### src/rtl/pwm2_pkg.sv
package pwm2_pkg;

    localparam int REG_W    = 32;
    localparam int UPD_BIT  = 30;
    localparam int EN_BIT   = 31;

    typedef enum logic {
        S_OFF = 1'b0,
        S_RUN = 1'b1
    } pwm_state_e;

endpackage

### src/rtl/pwm2_regs.sv
module pwm2_regs
    import pwm2_pkg::*;
#(
    parameter int CNT_W = 16
) (
    input  logic              clk,
    input  logic              rst_n,
    input  logic              reg_we,
    input  logic              reg_addr,
    input  logic [REG_W-1:0]  reg_wdata,
    output logic [REG_W-1:0]  reg_rdata,
    input  logic              take,
    output logic [CNT_W-1:0]  sh_pre,
    output logic [CNT_W-1:0]  sh_div,
    output logic [CNT_W-1:0]  sh_hi,
    output logic              en,
    output logic              upd_pend
);

    localparam int HI_LO = CNT_W;
    localparam int HI_HI = 2 * CNT_W - 1;

    logic wr0, wr1;

    assign wr0 = reg_we && !reg_addr;
    assign wr1 = reg_we &&  reg_addr;

    // Register 0 shadow fields
    always_ff @(posedge clk) begin
        if (!rst_n) begin
            sh_div <= '0;
            sh_hi  <= '0;
        end else if (wr0) begin
            sh_div <= reg_wdata[CNT_W-1:0];
            sh_hi  <= reg_wdata[HI_HI:HI_LO];
        end
    end

    // Register 1: prescale, enable, commit flag
    always_ff @(posedge clk) begin
        if (!rst_n) begin
            sh_pre   <= '0;
            en       <= 1'b0;
            upd_pend <= 1'b0;
        end else begin
            if (wr1) begin
                sh_pre <= reg_wdata[CNT_W-1:0];
                en     <= reg_wdata[EN_BIT];
            end
            upd_pend <= (upd_pend && !take) || (wr1 && reg_wdata[UPD_BIT]);
        end
    end

    // Read mux
    always_comb begin
        reg_rdata = '0;
        if (reg_addr) begin
            reg_rdata[CNT_W-1:0] = sh_pre;
            reg_rdata[UPD_BIT]   = upd_pend;
            reg_rdata[EN_BIT]    = en;
        end else begin
            reg_rdata[CNT_W-1:0]   = sh_div;
            reg_rdata[HI_HI:HI_LO] = sh_hi;
        end
    end

    // a completed transfer drops the pending flag unless a new commit arrives
    a_r8_pend_drop: assert property (@(posedge clk) disable iff (!rst_n)
        (take && !(wr1 && reg_wdata[UPD_BIT])) |=> !upd_pend);

    // enable flag follows every register 1 write
    a_r3_enable_follows: assert property (@(posedge clk) disable iff (!rst_n)
        wr1 |=> (en == $past(reg_wdata[EN_BIT])));

endmodule

### src/rtl/pwm2_core.sv
module pwm2_core
    import pwm2_pkg::*;
#(
    parameter int CNT_W = 16
) (
    input  logic              clk,
    input  logic              rst_n,
    input  logic              en,
    input  logic              upd_pend,
    input  logic [CNT_W-1:0]  sh_pre,
    input  logic [CNT_W-1:0]  sh_div,
    input  logic [CNT_W-1:0]  sh_hi,
    output logic              take,
    output logic              pwm_out
);

    localparam logic [CNT_W-1:0] ONE = 1;

    pwm_state_e state_q, state_d;

    logic [CNT_W-1:0] pre_q, per_q;
    logic [CNT_W-1:0] act_pre, act_div, act_hi;
    logic             pre_end, per_end, bound;

    assign pre_end = (pre_q == act_pre);
    assign per_end = (per_q == act_div);
    assign bound   = (state_q == S_OFF) || (pre_end && per_end);
    assign take    = upd_pend && bound;

    // Next-state logic
    always_comb begin
        unique case (state_q)
            S_OFF:   state_d = en ? S_RUN : S_OFF;
            S_RUN:   state_d = en ? S_RUN : S_OFF;
            default: state_d = S_OFF;
        endcase
    end

    // State register
    always_ff @(posedge clk) begin
        if (!rst_n) state_q <= S_OFF;
        else        state_q <= state_d;
    end

    // Chained counters
    always_ff @(posedge clk) begin
        if (!rst_n) begin
            pre_q <= '0;
            per_q <= '0;
        end else if (state_q == S_OFF || state_d == S_OFF) begin
            pre_q <= '0;
            per_q <= '0;
        end else if (pre_end) begin
            pre_q <= '0;
            per_q <= per_end ? '0 : per_q + ONE;
        end else begin
            pre_q <= pre_q + ONE;
        end
    end

    // Active copies, loaded on commit at a boundary
    always_ff @(posedge clk) begin
        if (!rst_n) begin
            act_pre <= '0;
            act_div <= '0;
            act_hi  <= '0;
        end else if (take) begin
            act_pre <= sh_pre;
            act_div <= sh_div;
            act_hi  <= sh_hi;
        end
    end

    // Output compare
    always_comb begin
        unique case (state_q)
            S_RUN:   pwm_out = (per_q < act_hi);
            default: pwm_out = 1'b0;
        endcase
    end

    // counters never pass their active limits while running
    a_r4_cnt_bound: assert property (@(posedge clk) disable iff (!rst_n)
        (state_q == S_RUN) |-> (pre_q <= act_pre && per_q <= act_div));

    // active values hold unless a transfer happens
    a_r6_active_hold: assert property (@(posedge clk) disable iff (!rst_n)
        !take |=> ($stable(act_pre) && $stable(act_div) && $stable(act_hi)));

    // output is low on the clock after enable clears
    a_r9_disable_low: assert property (@(posedge clk) disable iff (!rst_n)
        !en |=> !pwm_out);

endmodule

### src/rtl/pwm2_gen.sv
module pwm2_gen
    import pwm2_pkg::*;
#(
    parameter int CNT_W = 16
) (
    input  logic              clk,
    input  logic              rst_n,
    input  logic              reg_we,
    input  logic              reg_addr,
    input  logic [REG_W-1:0]  reg_wdata,
    output logic [REG_W-1:0]  reg_rdata,
    output logic              pwm_out
);

    logic [CNT_W-1:0] sh_pre, sh_div, sh_hi;
    logic             en, upd_pend, take;

    pwm2_regs #(.CNT_W(CNT_W)) u_regs (
        .clk       (clk),
        .rst_n     (rst_n),
        .reg_we    (reg_we),
        .reg_addr  (reg_addr),
        .reg_wdata (reg_wdata),
        .reg_rdata (reg_rdata),
        .take      (take),
        .sh_pre    (sh_pre),
        .sh_div    (sh_div),
        .sh_hi     (sh_hi),
        .en        (en),
        .upd_pend  (upd_pend)
    );

    pwm2_core #(.CNT_W(CNT_W)) u_core (
        .clk      (clk),
        .rst_n    (rst_n),
        .en       (en),
        .upd_pend (upd_pend),
        .sh_pre   (sh_pre),
        .sh_div   (sh_div),
        .sh_hi    (sh_hi),
        .take     (take),
        .pwm_out  (pwm_out)
    );

endmodule

### config.mk
export PLATFORM = sky130hd
export DESIGN_NAME = pwm2_gen
export DESIGN_NICKNAME = d
export VERILOG_FILES = /design/src/rtl/pwm2_pkg.sv /design/src/rtl/pwm2_regs.sv /design/src/rtl/pwm2_core.sv /design/src/rtl/pwm2_gen.sv
export SDC_FILE = /design/constraint.sdc
export NUM_CORES = 1
export LEC_CHECK = 0
export BUFFER_PORTS_ARGS = -buffer_cell sky130_fd_sc_hd__buf_2
export CORE_UTILIZATION = 62
export CTS_BUF_LIST = sky130_fd_sc_hd__clkbuf_4 sky130_fd_sc_hd__clkbuf_8
export CTS_CLUSTER_DIAMETER = 50
export CTS_CLUSTER_SIZE = 40
export DETAILED_ROUTE_END_ITERATION = 8
export GPL_TIMING_DRIVEN = 1
export PLACE_DENSITY = 0.92
export REMOVE_ABC_BUFFERS = 1
export SLEW_MARGIN = 20
export SYNTH_ARGS = -nofsm -noshare
export SYNTH_HDL_FRONTEND = slang
export SYNTH_HIERARCHICAL = 1
export SYNTH_SLANG_ARGS = --single-unit
### constraint.sdc
create_clock -name clk -period 2.8 [get_ports clk]
set_input_delay 0.84 -clock clk [delete_from_list [all_inputs] [get_ports clk]]
set_output_delay 0.84 -clock clk [all_outputs]
set_load 0.1 [all_outputs]
==> flow_metrics.py <==
metrics = {
    "outcome": {
        "status": "complete, but fails checks",
        "violations": "design-rule violations, negative setup slack",
    },
    "place": {
        "dp_hpwl_um": 11290,
        "gp_congestion": 0.8431,
        "place_inst": 993,
        "port_buffers": 68,
        "dp_slack_ps": -31.84,
    },
    "grt": {
        "antenna_found_initial": 0,
        "grt_overflow": 0,
        "grtUsageMet3": 0.06097,
        "grt_first_pass_wirelength_um": 31350,
        "met2_usage": 0.5154,
        "first_global_vias": 6552,
        "grt_usage": 0.3093,
        "grt_util_met1": 0.3836,
        "top_usage_layer": "met2",
        "grt_max_degree": 140,
    },
    "yosys": {
        "yosys.area_share.simple": 0.2131,
        "synthTopCellsByArea": "dfxtp_1, mux2i_1, o2111ai_1",
        "ys_ff_latch": 131,
        "yosysWarnings": 6,
        "synth_mux_area_frac": 0.09347,
        "synth_edf_count": 0,
        "yosysMostFrequentCell": "dfxtp_1",
        "synth_cell_types": 43,
        "synthTopCellsByCount": "dfxtp_1, nand2_1, clkbuf_1",
        "synthesis.area_um2": 7416,
        "seq_area_frac_synth": 0.3536,
        "synth_top_area_cell": "dfxtp_1",
        "synth_area_per_cell_um2": 8.766,
        "synth_top_family_by_area": "simple AND/OR/NAND/NOR gates",
        "synthAdderAreaFrac": 0.02868,
        "syn_inst": 846,
        "synth_top_cell_area_share": 0.3536,
        "async_reset_ff_frac": 0,
        "synth_compound_area_frac": 0.1871,
        "synth_xor_area_frac": 0.05551,
        "synth-main-ff-cell": "dfxtp_1",
    },
    "setup_path": {
        "crit_family": "compound AO/OA/AOI/OAI gates",
        "worst_r2r_endpoint": "u_core/per_q[9]",
        "required_ps": 1960,
        "r2r_slack_ps": 390,
        "path_class": "flop to output port",
        "max_stage_delay_ps": 330,
        "crit_buf_inv": 3,
        "arrival_ps": 2260,
        "endpoint_kind": "output port",
        "ff2ff_path_depth": 6,
        "crit_chain": "inv_1 > ha_1 > a21o_1 > a211oi_2 > o31ai_2 > a221oi_2 > buf_4 > buf_12",
        "crit_fanout": 2,
        "crit_path_top_delay_cell": "dfxtp_2",
        "cp-start-kind": "flop",
        "r2r_start": "u_core/pre_q[2]",
    },
    "clock_network": {
        "hold_buffers": 0,
        "clk_pin_slew_worst_paths_ps": 80,
        "clk_latency_ps": 460,
        "cts_buffers": 17,
        "clockRootBuffer": "clkbuf_8",
        "htreeDepth": 4,
        "cts.sinks": 131,
        "cts_tree": "yes",
        "clock_path_buffers": 2,
    },
    "worst_hold_path": {
        "hp-start": "u_core/pre_q[0]",
        "min_delay_path_depth": 1,
        "hp-class": "flop to flop",
        "min_to": "u_core/pre_q[0]",
    },
    "power": {
        "p_leak_uw": 0.003231,
        "powerDensity_nw_per_um2": 521.9,
        "vdd_drop_max_mv": 0.3494,
    },
    "layout": {
        "drive_gt1_frac": 0.2032,
        "antenna_cells": 0,
        "final_nets": 926,
        "fin_cells": 1029,
        "fin_util": 0.7572,
        "area_growth_pct": 17.58,
    },
    "routing": {
        "dr.pass1.iters": 7,
        "drtIter0Drc": 827,
        "wl_um": 19090,
        "wl_per_cell_um": 18.55,
        "drc": 16,
        "ant_nets": 0,
        "viasPerCell": 6.719,
        "via_count": 6914,
    },
    "sta": {
        "tightest_slew_ps": 1037,
        "fin_ws_ps": -301.9,
        "period_needed_ps": 3102,
        "rsz0062_at_grt": "true",
        "fin_crit_sh": 1.108,
        "hold_violations": 0,
        "final.setup.tns_ps": -301.9,
        "fmax_mhz": 322.4,
        "slew_headroom": 0.3089,
        "slew_violations": 0,
        "skew_ps": 15.89,
        "finalSetupViolations": 1,
    },
    "die": {
        "die_h_um": 111.4,
        "io_pins": 69,
        "core-area_um2": 11520,
        "fp-row-count": 39,
        "start_util": 0.6440,
        "dieArea_um2": 12400,
        "die_w_um": 111.4,
    },
    "flow_run": {
        "drv_cap": 0,
    },
}
## metal layers
| metal | vias up | wire (um) |
|---|---|---|
| met4 | 0 | 671 |
| met1 | 3292 | 7868 |
| met5 | - | 0 |
| met2 | 329 | 9356 |
| li1 | 3213 | - |
| met3 | 80 | 1191 |
## area by class of cell
class,count,area (um^2)
fill,735,2796
clock buffer,18,241.5
timing repair buffer,93,1092
clock inverter,14,151.4
tap,143,178.9
sequential,131,2638
inverter,19,71.32
multi-input combinational,611,4347
## metrics by stage
step	area, um^2	hold WS [ps]	power (uW)
floorplan	6979	435.7	2531
finish	8720	484.3	4551
global route	8720	506.5	4703
detailed placement	8222	467.3	2937
global placement	8222	459.4	2916
CTS	8707	483.6	4529
## worst register-to-register path, delay by kind of cell (launching register included)
family | cells | cell delay [ps]
AO/OA/AOI/OAI | 1 | 150
flip-flops | 1 | 420
AND/OR/NAND/NOR | 3 | 1210
XOR/XNOR | 1 | 130
buffers and inverters | 1 | 420
## placed cells by master, fill, tap and decap left out, types with 34 or more instances in the layout
cell	synthesis	final
xor2_1	43	43
o2111ai_1	48	48
dfxtp_1	131	121
mux2i_1	49	49
nand2_1	93	93
nor3b_1	48	48
a31oi_1	48	48
buf_12	3	38
buf_2	13	34
o211ai_1	40	40
nand3_1	60	60
## registers in the layout (all words and copies together), names as in the netlist
register and flops:
u_core/act_div 16, u_core/act_hi 16, u_core/act_pre 16, u_core/per_q 16
u_core/pre_q 16, u_core/state_q 1, u_regs/en 1, u_regs/sh_div 16
u_regs/sh_hi 16, u_regs/sh_pre 16, u_regs/upd_pend 1
## cells by family after synthesis
group | after synthesis
compound gates | 188
xor+xnor | 47
fa+ha+maj | 17
buf+inv | 104
flops | 131
mux | 67
simple gates | 292
## power by group
| group | total, uW | internal (uW) | switching, uW |
|---|---|---|---|
| clock network | 1620 | 811 | 812 |
| registers | 1970 | 1920 | 58.5 |
| logic | 954 | 267 | 687 |
| total | 4550 | 2990 | 1560 |
## worst max-delay path by stage
stage                      from  cells after the start      end  slack, ps
6_report       u_core/act_hi[1]                      8  pwm_out       -300
3_5_place_dp    u_core/per_q[9]                      8  pwm_out        -30
4_1_cts        u_core/act_hi[5]                      9  pwm_out       -200
3_3_place_gp    u_core/per_q[9]                      8  pwm_out         60
5_1_grt         u_core/per_q[2]                      6  pwm_out       -360
2_1_floorplan    u_core/state_q                      2  pwm_out      -2360
## repair_timing
item                       in CTS  in global routing
buffers inserted                4                  0
gates cloned                    0                  0
setup endpoints to repair       1                  1
resized for setup              20                  1
pin swaps                       9                  0
hold endpoints to repair        0                  0
(Power assumes the default switching activity.)
